<file path="config.mk">
export PLATFORM = sky130hd
export DESIGN_NAME = lwsram_ctrl
export DESIGN_NICKNAME = d
export VERILOG_FILES = /design/src/rtl/lwsram_pkg.sv /design/src/rtl/lwsram_fsm.sv /design/src/rtl/lwsram_reqreg.sv /design/src/rtl/lwsram_pins.sv /design/src/rtl/lwsram_rdcap.sv /design/src/rtl/lwsram_ctrl.sv
export SDC_FILE = /design/constraint.sdc
export NUM_CORES = 1
export LEC_CHECK = 0
export CAP_MARGIN = 20
export CORE_MARGIN = 5
export CORE_UTILIZATION = 44
export CTS_CLUSTER_DIAMETER = 40
export CTS_CLUSTER_SIZE = 10
export DETAILED_ROUTE_END_ITERATION = 10
export PLACE_DENSITY = 0.92
export SYNTH_ARGS = -nofsm -noshare
export SYNTH_HDL_FRONTEND = slang
export SYNTH_HIERARCHICAL = 1
export SYNTH_SLANG_ARGS = --single-unit
</file>
<file path="constraint.sdc">
create_clock -name clk -period 3.72 [get_ports clk]
set_input_delay 1.116 -clock clk [delete_from_list [all_inputs] [get_ports clk]]
set_output_delay 1.116 -clock clk [all_outputs]
set_load 0.05 [all_outputs]
</file>
<file path="src/rtl/lwsram_pkg.sv">
package lwsram_pkg;

    typedef enum logic [2:0] {
        ST_IDLE    = 3'd0,
        ST_RD_ADDR = 3'd1,
        ST_RD_LATE = 3'd2,
        ST_WR_ADDR = 3'd3,
        ST_WR_DATA = 3'd4,
        ST_DESEL   = 3'd5
    } lw_state_e;

endpackage

</file>
<file path="src/rtl/lwsram_fsm.sv">
module lwsram_fsm
    import lwsram_pkg::*;
(
    input  logic      clk,
    input  logic      rst,
    input  logic      cfg_wait,
    input  logic      req_valid,
    input  logic      req_write,
    output lw_state_e state,
    output logic      req_ready,
    output logic      accept,
    output logic      rd_last
);

    lw_state_e state_q;
    lw_state_e state_d;
    lw_state_e rd_exit;
    lw_state_e wr_exit;

    assign state = state_q;

    // final read cycle, handshake and exit targets
    always_comb begin
        rd_last   = (state_q == ST_RD_LATE) || ((state_q == ST_RD_ADDR) && !cfg_wait);
        req_ready = (state_q == ST_IDLE) || (state_q == ST_WR_DATA) || rd_last;
        accept    = req_valid && req_ready;
        if (!accept)
            rd_exit = ST_IDLE;
        else if (req_write)
            rd_exit = ST_DESEL;
        else
            rd_exit = ST_RD_ADDR;
        if (!accept)
            wr_exit = ST_IDLE;
        else if (req_write)
            wr_exit = ST_WR_ADDR;
        else
            wr_exit = ST_RD_ADDR;
    end

    // state register
    always_ff @(posedge clk) begin
        if (rst)
            state_q <= ST_IDLE;
        else
            state_q <= state_d;
    end

    // next state
    always_comb begin
        state_d = state_q;
        unique case (state_q)
            ST_IDLE: begin
                if (accept)
                    state_d = req_write ? ST_WR_ADDR : ST_RD_ADDR;
            end
            ST_RD_ADDR: begin
                if (cfg_wait)
                    state_d = ST_RD_LATE;
                else
                    state_d = rd_exit;
            end
            ST_RD_LATE: state_d = rd_exit;
            ST_WR_ADDR: state_d = ST_WR_DATA;
            ST_WR_DATA: state_d = wr_exit;
            ST_DESEL:   state_d = ST_WR_ADDR;
            default:    state_d = ST_IDLE;
        endcase
    end

    AST_DESEL_GAP: assert property (@(posedge clk) disable iff (rst)
        (state_q == ST_WR_ADDR) |-> !$past(rd_last));

    AST_DESEL_ORIGIN: assert property (@(posedge clk) disable iff (rst)
        (state_q == ST_DESEL) |-> ($past(rd_last) && !req_ready));

endmodule

</file>
<file path="src/rtl/lwsram_reqreg.sv">
module lwsram_reqreg #(
    parameter int AW = 16,
    parameter int DW = 32,
    parameter int NB = DW / 8
) (
    input  logic          clk,
    input  logic          rst,
    input  logic          accept,
    input  logic [AW-1:0] in_addr,
    input  logic [DW-1:0] in_wdata,
    input  logic [NB-1:0] in_mask,
    output logic [AW-1:0] held_addr,
    output logic [DW-1:0] held_wdata,
    output logic [NB-1:0] held_mask
);

    always_ff @(posedge clk) begin
        if (rst) begin
            held_addr  <= '0;
            held_wdata <= '0;
            held_mask  <= '0;
        end else if (accept) begin
            held_addr  <= in_addr;
            held_wdata <= in_wdata;
            held_mask  <= in_mask;
        end
    end

endmodule

</file>
<file path="src/rtl/lwsram_pins.sv">
module lwsram_pins
    import lwsram_pkg::*;
#(
    parameter int AW = 16,
    parameter int DW = 32,
    parameter int NB = DW / 8
) (
    input  logic          clk,
    input  logic          rst,
    input  lw_state_e     state,
    input  logic [AW-1:0] held_addr,
    input  logic [DW-1:0] held_wdata,
    input  logic [NB-1:0] held_mask,
    output logic [AW-1:0] mem_addr,
    output logic          mem_strobe_n,
    output logic          mem_cs_n,
    output logic          mem_we_n,
    output logic [NB-1:0] mem_be_n,
    output logic          mem_oe_n,
    output logic [DW-1:0] mem_dq_out,
    output logic          mem_dq_oe,
    output logic          wr_ack
);

    assign mem_addr = held_addr;

    // Moore decode of the memory pins from the registered state
    always_comb begin
        mem_strobe_n = 1'b1;
        mem_cs_n     = 1'b1;
        mem_we_n     = 1'b1;
        mem_be_n     = '1;
        mem_oe_n     = 1'b1;
        mem_dq_out   = '0;
        mem_dq_oe    = 1'b0;
        wr_ack       = 1'b0;
        unique case (state)
            ST_IDLE: begin
            end
            ST_RD_ADDR: begin
                mem_strobe_n = 1'b0;
                mem_cs_n     = 1'b0;
                mem_oe_n     = 1'b0;
            end
            ST_RD_LATE: begin
                mem_oe_n = 1'b0;
            end
            ST_WR_ADDR: begin
                mem_strobe_n = 1'b0;
                mem_cs_n     = 1'b0;
            end
            ST_WR_DATA: begin
                mem_we_n   = 1'b0;
                mem_be_n   = ~held_mask;
                mem_dq_out = held_wdata;
                mem_dq_oe  = 1'b1;
                wr_ack     = 1'b1;
            end
            ST_DESEL: begin
            end
            default: begin
            end
        endcase
    end

    AST_LATE_WRITE: assert property (@(posedge clk) disable iff (rst)
        $past(!mem_cs_n && mem_oe_n) |-> (!mem_we_n && mem_dq_oe));

    AST_DQ_NO_CLASH: assert property (@(posedge clk) disable iff (rst)
        mem_dq_oe |-> (mem_oe_n && mem_cs_n));

    AST_DQ_AFTER_READ: assert property (@(posedge clk) disable iff (rst)
        $past(!mem_oe_n) |-> !mem_dq_oe);

endmodule

</file>
<file path="src/rtl/lwsram_rdcap.sv">
module lwsram_rdcap #(
    parameter int DW = 32
) (
    input  logic          clk,
    input  logic          rst,
    input  logic          cap_en,
    input  logic [DW-1:0] dq_in,
    output logic          rvalid,
    output logic [DW-1:0] rdata
);

    always_ff @(posedge clk) begin
        if (rst) begin
            rvalid <= 1'b0;
            rdata  <= '0;
        end else begin
            rvalid <= cap_en;
            if (cap_en)
                rdata <= dq_in;
        end
    end

endmodule

</file>
<file path="src/rtl/lwsram_ctrl.sv">
module lwsram_ctrl
    import lwsram_pkg::*;
#(
    parameter int ADDR_W = 16,
    parameter int DATA_W = 32
) (
    input  logic                  clk,
    input  logic                  rst,
    input  logic                  cfg_wait,
    input  logic                  req_valid,
    output logic                  req_ready,
    input  logic                  req_write,
    input  logic [ADDR_W-1:0]     req_addr,
    input  logic [DATA_W-1:0]     req_wdata,
    input  logic [DATA_W/8-1:0]   req_mask,
    output logic                  rsp_rvalid,
    output logic [DATA_W-1:0]     rsp_rdata,
    output logic                  wr_ack,
    output logic [ADDR_W-1:0]     mem_addr,
    output logic                  mem_strobe_n,
    output logic                  mem_cs_n,
    output logic                  mem_we_n,
    output logic [DATA_W/8-1:0]   mem_be_n,
    output logic                  mem_oe_n,
    output logic [DATA_W-1:0]     mem_dq_out,
    output logic                  mem_dq_oe,
    input  logic [DATA_W-1:0]     mem_dq_in
);

    localparam int BYTES = DATA_W / 8;

    lw_state_e         state;
    logic              accept;
    logic              rd_last;
    logic [ADDR_W-1:0] held_addr;
    logic [DATA_W-1:0] held_wdata;
    logic [BYTES-1:0]  held_mask;

    lwsram_fsm u_fsm (
        .clk       (clk),
        .rst       (rst),
        .cfg_wait  (cfg_wait),
        .req_valid (req_valid),
        .req_write (req_write),
        .state     (state),
        .req_ready (req_ready),
        .accept    (accept),
        .rd_last   (rd_last)
    );

    lwsram_reqreg #(.AW(ADDR_W), .DW(DATA_W), .NB(BYTES)) u_reqreg (
        .clk        (clk),
        .rst        (rst),
        .accept     (accept),
        .in_addr    (req_addr),
        .in_wdata   (req_wdata),
        .in_mask    (req_mask),
        .held_addr  (held_addr),
        .held_wdata (held_wdata),
        .held_mask  (held_mask)
    );

    lwsram_pins #(.AW(ADDR_W), .DW(DATA_W), .NB(BYTES)) u_pins (
        .clk          (clk),
        .rst          (rst),
        .state        (state),
        .held_addr    (held_addr),
        .held_wdata   (held_wdata),
        .held_mask    (held_mask),
        .mem_addr     (mem_addr),
        .mem_strobe_n (mem_strobe_n),
        .mem_cs_n     (mem_cs_n),
        .mem_we_n     (mem_we_n),
        .mem_be_n     (mem_be_n),
        .mem_oe_n     (mem_oe_n),
        .mem_dq_out   (mem_dq_out),
        .mem_dq_oe    (mem_dq_oe),
        .wr_ack       (wr_ack)
    );

    lwsram_rdcap #(.DW(DATA_W)) u_rdcap (
        .clk    (clk),
        .rst    (rst),
        .cap_en (rd_last),
        .dq_in  (mem_dq_in),
        .rvalid (rsp_rvalid),
        .rdata  (rsp_rdata)
    );

    AST_RVALID_AFTER_READ: assert property (@(posedge clk) disable iff (rst)
        rsp_rvalid |-> $past(!mem_oe_n));

    AST_RVALID_SINGLE: assert property (@(posedge clk) disable iff (rst)
        (cfg_wait && rsp_rvalid) |=> !rsp_rvalid);

    AST_WRITE_NOT_READY: assert property (@(posedge clk) disable iff (rst)
        (!mem_cs_n && mem_oe_n) |-> !req_ready);

endmodule

</file>
==> summary.md, run 1 <==
| Metric | Value |
|---|---|
| Clk Latency, worst-skew pair | `~0.34 ns` |
| Number of synthesized flops with an enable pin | `0` |
| Initial core utilization | `45.2%` |
| Power density cells | `409 nW/um^2` |
| Post-synth top area share | `about 47%` |
| H-Tree Depth | `3` |
| Crit Path Category | `reg2out` |
| Gate Count Post-Synth | `roughly 360` |
| CTS Buf Count | `9` |
| Crit path required time | `2.60 ns` |
| Final core utilization | `68.4%` |
| Largest net degree at the start of global routing | `89` |
| Num Clock Sinks | `88` |
| Syn Std Cell Area | `~3700 um^2` |
| DP HPWL | `6960 um` |
| Post-Route WL | `9390 um` |
| Fill cell count | `between 600 and 700` |
| Iter 0 DRT Violations | `41` |
| CTS Buffer Depth | `2` |
| Tot Pwr | `roughly 0.0023 W` |
| Row cnt | `33` |
| GRT Residual Overflow | `0` |
| DR WL/cell | `between 15 and 20 um` |
| Critical path fanouts, max | `32` |
| Min setup slack post-route | `between 0.15 and 0.2 ns` |
| Outcome | `completed` |
| Pre-Repair DR Iteration Count | `4` |
| Share of cells above drive strength 1 | `6.18%` |
| Die Span X | `about 100 um` |
| Hold Path Class | `reg2reg` |
| Top delay family on crit path | `buffers and inverters` |
| Crit path cell chain | `nor3b_4 > buf_4 > and2_1 > clkdlybuf4s50_1` |
| IO Port Bufs | `180` |
| Top post-synthesis cells by area | `dfxtp_1 (47%), mux2i_1 (23%), nor2_1 (8.5%)` |
| Total vias in the final route | `a little under 3000` |
| Setup TNS | `0 ns` |
| Chip height | `102 um` |
| Worst flop-to-flop path startpoint | `u_fsm/state[1]` |
| Clk_skew | `slightly below 0.01 ns` |
| Antenna Nets Post-Route | `0` |
| Synth Flop Type | `dfxtp_1` |
| Synth cell types | `30` |
| Die area | `approximately 10000 um^2` |
| CP Capture Type | `primary output` |
| Cell taking the most area after synthesis | `dfxtp_1` |
| R2r worst-path depth | `5` |
| Slew margin rel. | `between 60% and 70%` |
| Nets | `between 600 and 700` |
| VDD IR max | `0.000313 V` |
| Initial antenna violation count | `0` |
| Worst-margin pin slew | `approximately 0.54 ns` |
| Core area | `8220 um^2` |
| Area grow syn2layout | `51.4%` |
| CP startpoint kind | `flop` |
| Setup Viol. Count Final | `0` |
| Final worst path period need | `about 3.6 ns` |
| Diode count | `0` |
| Final hold viol count | `0` |
| R2r setup slk | `between 1.5 and 2 ns` |
| I/O pin count | `181` |
| Post-CTS Hold Fix Bufs | `0` |
| GPL Wtd Cong | `roughly 0.73` |
| WP buf/inv | `2` |
| Vias in the first global route | `3061` |
| Post-route DRC violation count | `0` |
| Crit path DAT | `between 2 and 2.5 ns` |
| Async S/R FF share, synth | `0%` |
| Slowest CP cell | `clkdlybuf4s50_1` |
| Synth Register Bits | `88` |
| First-pass GRT wire length | `14800 um` |
| Avg Cell Area, Syn | `between 10 and 15 um^2` |
| Max frequency | `roughly 280 MHz` |
| Min-Delay Path Depth | `2` |
| Syn Nets | `450` |
| Post-DR vias/cell | `about 4.7` |
| CTS root buffer | `clkbuf_8` |
| Slew Viols, Final | `0` |
| Place WS | `0.327 ns` |
| Final worst-path cycle share | `between 90% and 100%` |
| Lkg Pwr | `~2.5 nW` |
| MaxCap Viol Count | `0` |
| Sequential area share after synthesis | `47.5%` |
| Crit path largest cell delay | `roughly 0.8 ns` |
| Worst-path clk slew | `0.09 ns` |
| RR Endpoint | `u_reqreg/held_addr[6]` |
| Synth warnings | `6` |
| GR Util All Layers | `18.0%` |
| Hold EP | `u_reqreg/held_wdata[3]` |
| CTS tree | `yes` |
| Min-delay src | `u_reqreg/held_wdata[3]` |
==> tightest hold or removal path, cell delays in order (launching register included) <==
cell     delay, ns
dfxtp_1       0.33
mux2i_1       0.06
nor2_1        0.07
==> sequential cells by signal, summed over array words and instances, names as in the netlist <==
name / cells
u_fsm/state: 3
u_rdcap/rdata: 32
u_rdcap/rvalid: 1
u_reqreg/held_addr: 16
u_reqreg/held_mask: 4
u_reqreg/held_wdata: 32
==> worst max path at each step <==
stage / startpoint / to / slack [ns] / depth (start not counted)
3_5_place_dp: cfg_wait / req_ready / 0.33 / 4
2_1_floorplan: cfg_wait / req_ready / 0.81 / 2
4_1_cts: u_fsm/state[2] / mem_dq_out[0] / 0.1 / 4
6_report: u_fsm/state[2] / mem_dq_out[25] / 0.16 / 4
3_3_place_gp: cfg_wait / req_ready / 0.37 / 4
5_1_grt: u_fsm/state[2] / mem_dq_out[9] / -0.0008 / 4
==> final cells by class <==
class	instances	area [um^2]	share of cell area [%]
tap	105	131	2.34
multi-input combinational	227	1580	28.1
inverter	2	7.51	0.134
clock inverter	5	78.8	1.40
timing repair buffer	185	1910	34.0
sequential	88	1760	31.4
clock buffer	11	151	2.69
==> synth_stat cells (3+ instances only) <==
master,n
dfxtp_1,88
nor2_1,84
buf_4,20
and2_1,32
buf_12,3
nand2_1,6
buf_2,3
clkbuf_1,6
mux2i_1,85
buf_8,6
buf_6,4
==> placed cells by master, fill, tap and decap left out, types with 4 or more instances in the layout <==
cell / count
mux2i_1: 85
clkdlybuf4s50_1: 167
clkbuf_8: 11
nor2_1: 84
dfxtp_1: 88
dlymetal6s2s_1: 11
and2_1: 32
nand2_1: 6
buf_12: 4
==> logic make-up (layout without fill, tap and decap cells) <==
group	Yosys count	count (layout)	share of synthesized area, %
xor+xnor	1	1	0.236
flops	88	88	47.5
mux	85	85	22.9
compound gates	7	7	1.65
buf+inv	46	203	10.8
simple gates	134	134	16.9
==> stage by stage <==
| step | cell area (um^2) | std cells | hold WS [ns] |
|---|---|---|---|
| 2_1_floorplan | 3710 | 361 | 0.452 |
| 3_3_place_gp | 5360 | 607 | 0.464 |
| 3_5_place_dp | 5360 | 607 | 0.474 |
| 4_1_cts | 5590 | 623 | 0.492 |
| 5_1_grt | 5620 | 623 | 0.512 |
| 6_report | 5620 | 623 | 0.490 |
==> layer usage <==
metal | wire length, um | vias up | track usage, % | part of all wire (%)
li1 | - | 1459 | - | -
met1 | 3460 | 1328 | 19.2 | 37
met2 | 4430 | 136 | 30.0 | 47
met3 | 1220 | 23 | 9.08 | 13
met4 | 287 | 0 | 8.07 | 3.1
met5 | 0 | - | 0 | 0
==> what timing repair did <==
| action | 4_1_cts | 5_1_grt |
|---|---|---|
| hold endpoints to repair | 0 | 0 |
| endpoints found under the setup margin | 0 | 11 |
| resized for setup | 0 | 11 |
| buffers inserted | 0 | 0 |
==> where the power goes <==
part / leakage (nW) / internal (W) / switching (W)
Combinational: 1.61 / 0.000239 / 0.000282
Sequential: 0.723 / 0.00100 / 0.0000356
Clock: 0.119 / 0.000414 / 0.000322
Note: power is estimated with default switching activity, not from simulation.
==> inputs of run 2 (changes only) <==
--- a/config.mk
+++ b/config.mk
@@ -7,11 +7,13 @@
 export LEC_CHECK = 0
 export CAP_MARGIN = 20
 export CORE_MARGIN = 5
-export CORE_UTILIZATION = 44
+export CORE_UTILIZATION = 45
 export CTS_CLUSTER_DIAMETER = 40
 export CTS_CLUSTER_SIZE = 10
 export DETAILED_ROUTE_END_ITERATION = 10
-export PLACE_DENSITY = 0.92
+export DONT_BUFFER_PORTS = 1
+export PLACE_DENSITY = 0.66
+export RECOVER_POWER = 100
 export SYNTH_ARGS = -nofsm -noshare
 export SYNTH_HDL_FRONTEND = slang
 export SYNTH_HIERARCHICAL = 1
==> summary.md, run 2 (synthesized netlist as in run 1, its figures left out) <==
| Metric | Value |
|---|---|
| MaxCap Viol Count | `1 (+1)` |
| I/O pin count | `181 (unchanged)` |
| Initial antenna violation count | `0 (unchanged)` |
| GR Util All Layers | `13.9% (-4.1 points)` |
| DP HPWL | `5090 um (-27%)` |
| Post-Route WL | `7210 um (-23%)` |
| CTS tree | `yes` |
| Post-DR vias/cell | `5.03 (+6.5%)` |
| CP startpoint kind | `flop` |
| Antenna Nets Post-Route | `0 (unchanged)` |
| Setup TNS | `0 ns (unchanged)` |
| Share of cells above drive strength 1 | `8.01% (+1.8 points)` |
| Worst-path clk slew | `0.09 ns (about the same)` |
| Largest net degree at the start of global routing | `89 (unchanged)` |
| GPL Wtd Cong | `0.666 (-9.4%)` |
| VDD IR max | `0.000267 V (-15%)` |
| Nets | `421 (-30%)` |
| GRT Residual Overflow | `0 (unchanged)` |
| Clk_skew | `0.00853 ns (-0.00125 ns)` |
| Commonest non-fill, non-tap cell in the layout | `dfxtp_1` |
| Crit Path Category | `reg2out` |
| Slew Viols, Final | `53 (+53)` |
| Pre-Repair DR Iteration Count | `3 (-1)` |
| Largest registers | `u_rdcap/rdata: 32 flops, u_reqreg/held_wdata: 32 flops, u_reqreg/held_addr: 16 flops` |
| RSZ-0062 raised after global routing | `false` |
| Clk Latency, worst-skew pair | `0.34 ns (about the same)` |
| Diode count | `0 (unchanged)` |
| CTS Buffer Depth | `2 (unchanged)` |
| Initial core utilization | `45.6% (+0.46 points)` |
| Crit path DAT | `2.23 ns (-0.22 ns)` |
| Die area | `10200 um^2 (-2.0%)` |
| P_sw | `0.000596 W (-6.7%)` |
| Placed insts | `426 (-30%)` |
| Hold Path Class | `reg2reg` |
| Setup Viol. Count Final | `0 (unchanged)` |
| Failing checks | `max-capacitance violations, max-slew violations` |
| Outcome | `finished, violations left` |
| Resized Gates After CTS | `0 (unchanged)` |
| Core area | `8130 um^2 (-1.0%)` |
| Final worst path period need | `3.35 ns (-0.216 ns)` |
| Chip height | `101 um (-1.0%)` |
| Power density cells | `560 nW/um^2 (+37%)` |
| Crit path largest cell delay | `0.64 ns (-0.16 ns)` |
| Logic gate share of total power | `9.5% (-13 points)` |
| Register share of total power | `55.8% (+10 points)` |
| Critical path fanouts, max | `36 (+13%)` |
| Worst-margin pin slew | `1.68 ns (+1.14 ns)` |
| Die Span X | `101 um (-1.0%)` |
| H-Tree Depth | `3 (unchanged)` |
| Layout Cells excl Fill | `442 (-29%)` |
| Lkg Pwr | `1.51 nW (-38%)` |
| Num Clock Sinks | `88 (unchanged)` |
| Pint | `0.00150 W (-9.8%)` |
| Final worst-path cycle share | `90.0% (-5.8 points)` |
| CTS Buf Count | `9 (unchanged)` |
| First-pass GRT wire length | `11100 um (-25%)` |
| Clock network power share | `34.8% (+2.7 points)` |
| CTS root buffer | `clkbuf_8` |
| Vias in the first global route | `2229 (-27%)` |
| Slowest CP cell | `and2_0` |
| Crit path cell chain | `nor3b_4 > buf_12 > and2_0` |
| Iter 0 DRT Violations | `42 (+2.4%)` |
| Crit path required time | `2.60 ns (about the same)` |
| Slew margin rel. | `-11.7% (-76 points)` |
| Area grow syn2layout | `0.641%` |
| CP Capture Type | `primary output` |
| Post-CTS Setup Inserts | `0 (unchanged)` |
| DR WL/cell | `16.3 um (+8.2%)` |
| Total vias in the final route | `2225 (-24%)` |
| Row cnt | `33 (unchanged)` |
| Most frequent cells in the layout | `dfxtp_1 (88), mux2i_1 (85), nor2_1 (84)` |
| Post-CTS Hold Fix Bufs | `0 (unchanged)` |
| Final hold viol count | `0 (unchanged)` |
| Max frequency | `299 MHz (+6.5%)` |
| Switching fraction of total power | `28.5% (+0.67 points)` |
| Post-route DRC violation count | `0 (unchanged)` |
| IO Port Bufs | `0 (-100%)` |
-- run 2: area by class of cell --
cell class	instances	area (um^2)
inverter	2	7.51
timing repair buffer	4	33.8
sequential	88	1760
fill	780	4400
clock inverter	6	91.3
clock buffer	10	138
tap	105	131
multi-input combinational	227	1570
-- run 2: critical path: cells and delay by family, from the launching register on --
| kind | cells | cell delay [ns] |
|---|---|---|
| buf+inv | 1 | 0.29 |
| flops | 1 | 0.54 |
| simple gates | 2 | 1.04 |
-- run 2: per-stage QoR --
stage	hold WS, ns	util, %	instance area, um^2	total power [W]	setup slack, ns
2_1_floorplan	0.452	-	3710	0.00141	0.814
3_3_place_gp	0.464	43.4	3530	0.00138	0.728
3_5_place_dp	0.476	43.4	3530	0.00139	0.722
4_1_cts	0.496	46.3	3760	0.00213	0.467
5_1_grt	0.522	45.9	3730	0.00220	0.199
6_report	0.491	45.9	3730	0.00209	0.373
-- run 2: path summary, 6_finish.rpt --
path	slack [ns]	end	startpoint	cells past startpoint
setup / recovery	0.37	mem_dq_out[25]	u_fsm/state[2]	3
hold / removal	0.49	u_reqreg/held_wdata[3]	u_reqreg/held_wdata[3]	2
setup reg to reg	0.93	u_reqreg/held_wdata[17]	u_fsm/state[2]	5
hold reg to reg	0.49	u_reqreg/held_wdata[3]	u_reqreg/held_wdata[3]	2
-- run 2: per-layer routing --
| metal | wire length [um] | vias up | track usage, % |
|---|---|---|---|
| met5 | 0 | - | 0 |
| met3 | 1080 | 6 | 8.86 |
| met4 | 63 | 0 | 4.35 |
| met2 | 3310 | 126 | 21.2 |
| li1 | - | 1096 | - |
| met1 | 2760 | 997 | 15.9 |
-- run 2: power groups by stage --
stage,clock [W],combinational [W],sequential [W]
finish,0.000727,0.000198,0.00117
global route,0.000805,0.000221,0.00118
floorplan,0,0.000275,0.00113
detailed placement,0,0.000200,0.00119
CTS,0.000763,0.000199,0.00117
global placement,0,0.000192,0.00119
==> inputs of run 3 (changes only) <==
--- a/config.mk
+++ b/config.mk
@@ -7,12 +7,11 @@
 export LEC_CHECK = 0
 export CAP_MARGIN = 20
 export CORE_MARGIN = 5
-export CORE_UTILIZATION = 45
+export CORE_UTILIZATION = 50
 export CTS_CLUSTER_DIAMETER = 40
-export CTS_CLUSTER_SIZE = 10
 export DETAILED_ROUTE_END_ITERATION = 10
 export DONT_BUFFER_PORTS = 1
-export PLACE_DENSITY = 0.66
+export PLACE_DENSITY = 0.71
 export RECOVER_POWER = 100
 export SYNTH_ARGS = -nofsm -noshare
 export SYNTH_HDL_FRONTEND = slang
==> summary.md, run 3 (synthesized netlist as in run 1, its figures left out) <==
| Metric | Value |
|---|---|
| Lkg Pwr | `1.53 nW (+0.92%)` |
| Critical path fanouts, max | `39 (+8.3%)` |
| Pint | `0.00147 W (-1.9%)` |
| Pre-Repair DR Iteration Count | `4 (+1)` |
| IO Port Bufs | `0 (unchanged)` |
| CP endpoint | `mem_dq_out[30]` |
| Most frequent cells in the layout | `dfxtp_1 (88), mux2i_1 (85), nor2_1 (84)` |
| Largest net degree at the start of global routing | `89 (unchanged)` |
| VDD IR max | `0.000232 V (-13%)` |
| Final hold viol count | `0 (unchanged)` |
| CP startpoint kind | `flop` |
| WL met3 | `943 um (-13%)` |
| Outcome | `finished, violations left` |
| Switching fraction of total power | `27.9% (-0.59 points)` |
| Final instance area | `3680 um^2 (-1.6%)` |
| Clock network power share | `33.1% (-1.7 points)` |
| Post-DR vias/cell | `5.08 (+0.83%)` |
| Logic gate share of total power | `9.7% (+0.2 points)` |
| RR Endpoint | `u_reqreg/held_wdata[0]` |
| Failing checks | `max-capacitance violations, max-slew violations` |
| GRT Residual Overflow | `0 (unchanged)` |
| Worst-path clk slew | `0.08 ns (about the same)` |
| Die area | `9240 um^2 (-9.0%)` |
| CP Capture Type | `primary output` |
| Chip height | `96.2 um (-4.6%)` |
| RSZ-0062 raised after global routing | `false` |
| CTS root buffer | `clkbuf_8` |
| Final worst-path cycle share | `88.7% (-1.2 points)` |
| Crit path required time | `2.60 ns (about the same)` |
| Setup TNS | `0 ns (unchanged)` |
| Fill cell count | `694 (-11%)` |
| Max frequency | `303 MHz (+1.4%)` |
| Slew Viols, Final | `53 (unchanged)` |
| Met1 WL | `2830 um (+2.4%)` |
| DP HPWL | `4990 um (-2.1%)` |
| CTS Buf Count | `9 (unchanged)` |
| Die Span X | `96.2 um (-4.6%)` |
| Iter 0 DRT Violations | `44 (+4.8%)` |
| Post-route DRC violation count | `0 (unchanged)` |
| Final worst path period need | `3.30 ns (-0.0464 ns)` |
| H-Tree Depth | `3 (unchanged)` |
| Crit path DAT | `2.19 ns (-0.04 ns)` |
| Area grow syn2layout | `-0.944%` |
| GR Util All Layers | `14.2% (+0.36 points)` |
| Setup Viol. Count Final | `0 (unchanged)` |
| GPL Wtd Cong | `0.759 (+14%)` |
| Crit path largest cell delay | `0.55 ns (-0.09 ns)` |
| Post-CTS Setup Inserts | `0 (unchanged)` |
| I/O pin count | `181 (unchanged)` |
| CTS tree | `yes` |
| Vias in the first global route | `2151 (-3.5%)` |
| Share of cells above drive strength 1 | `6.85% (-1.2 points)` |
| Antenna Nets Post-Route | `0 (unchanged)` |
| Slew margin rel. | `-11.0% (+0.69 points)` |
| Crit path cell chain | `nor3b_1 > buf_4 > and2_1` |
| CTS Buffer Depth | `2 (unchanged)` |
| First-pass GRT wire length | `10200 um (-7.8%)` |
| Setup crit start | `u_fsm/state[2]` |
| Initial antenna violation count | `0 (unchanged)` |
| Worst flop-to-flop path startpoint | `u_fsm/state[2]` |
| Slowest CP cell | `dfxtp_1` |
| MaxCap Viol Count | `1 (unchanged)` |
| Diode count | `0 (unchanged)` |
| Largest registers | `u_rdcap/rdata: 32 flops, u_reqreg/held_wdata: 32 flops, u_reqreg/held_addr: 16 flops` |
| Initial core utilization | `51.2% (+5.5 points)` |
| Register share of total power | `57.3% (+1.5 points)` |
| Post-Route WL | `6960 um (-3.5%)` |
| Post-CTS Hold Fix Bufs | `0 (unchanged)` |
| Cell Area, Placed | `3510 um^2 (-0.57%)` |
| R2r worst-path depth | `5 (unchanged)` |
| Nets | `421 (unchanged)` |
| Crit Path Category | `reg2out` |
| Core area | `7250 um^2 (-11%)` |
| DR WL/cell | `16.0 um (-1.9%)` |
| Top Layer Used | `met4` |
| Commonest non-fill, non-tap cell in the layout | `dfxtp_1` |
| P_sw | `0.000568 W (-4.7%)` |
| Clk_skew | `0.00708 ns (-0.00145 ns)` |
| R2r setup slk | `0.92 ns (about the same)` |
| Total vias in the final route | `2208 (-0.76%)` |
| Row cnt | `31 (-6.1%)` |
| Num Clock Sinks | `88 (unchanged)` |
| Hold Path Class | `reg2reg` |
| Clk Latency, worst-skew pair | `0.33 ns (about the same)` |
| Power density cells | `554 nW/um^2 (-1.1%)` |
| Resized Gates After CTS | `0 (unchanged)` |
| Met2 routed wirelength | `3110 um (-6.1%)` |
| Worst-margin pin slew | `1.67 ns (-0.0103 ns)` |
==> run 3: changes by cell type in the layout (fill, tap and decap cells not counted), sizes merged <==
cell	previous run	this run
clkbuf	13	14
clkinv	3	2
inv	3	2
==> run 3: power groups by stage <==
stage / clock, W / sequential (W) / combinational (W)
floorplan: 0 / 0.00113 / 0.000275
global placement: 0 / 0.00119 / 0.000191
detailed placement: 0 / 0.00119 / 0.000198
CTS: 0.000695 / 0.00117 / 0.000197
global route: 0.000740 / 0.00118 / 0.000217
finish: 0.000673 / 0.00117 / 0.000197
==> run 3: per-layer routing <==
layer	GRT usage, %	vias to the layer above
met3	7.43	7
met5	0	-
li1	-	1090
met2	21.8	122
met4	5.92	0
met1	16.7	989
==> run 3: worst min path at each step <==
stage / start / end / slack [ns] / cells past startpoint
final: u_reqreg/held_wdata[22] / u_reqreg/held_wdata[22] / 0.49 / 2
after global routing: u_reqreg/held_wdata[29] / u_reqreg/held_wdata[29] / 0.52 / 2
after CTS: u_reqreg/held_wdata[22] / u_reqreg/held_wdata[22] / 0.49 / 2
after detailed placement: u_reqreg/held_wdata[22] / u_reqreg/held_wdata[22] / 0.48 / 2
after global placement: u_reqreg/held_wdata[18] / u_reqreg/held_wdata[18] / 0.47 / 2
after floorplan: u_reqreg/held_wdata[0] / u_reqreg/held_wdata[0] / 0.45 / 2
==> run 3: area by class of cell <==
class | instances | area [um^2] | share of cell area (%)
Clock buffer | 11 | 131 | 3.57
Clock inverter | 4 | 70.1 | 1.91
Inverter | 2 | 7.51 | 0.204
Multi-Input combinational cell | 227 | 1560 | 42.4
Sequential cell | 88 | 1760 | 47.9
Tap cell | 99 | 124 | 3.37
Timing Repair Buffer | 4 | 21.3 | 0.579
==> run 3: per-stage QoR <==
| stage | cells | total power (W) | util [%] | setup WS [ns] | hold WS [ns] |
|---|---|---|---|---|---|
| after floorplan | 361 | 0.00141 | - | 0.814 | 0.452 |
| after global placement | 420 | 0.00138 | 48.4 | 0.736 | 0.465 |
| after detailed placement | 420 | 0.00139 | 48.4 | 0.723 | 0.475 |
| after CTS | 435 | 0.00206 | 51.2 | 0.381 | 0.493 |
| after global routing | 435 | 0.00213 | 50.7 | 0.215 | 0.517 |
| final | 435 | 0.00204 | 50.7 | 0.419 | 0.487 |
==> run 3: critical path, delay by kind of cell (launching register included) <==
| kind | cells | cell delay (ns) |
|---|---|---|
| simple gates | 2 | 0.78 |
| flops | 1 | 0.55 |
| buf+inv | 1 | 0.48 |
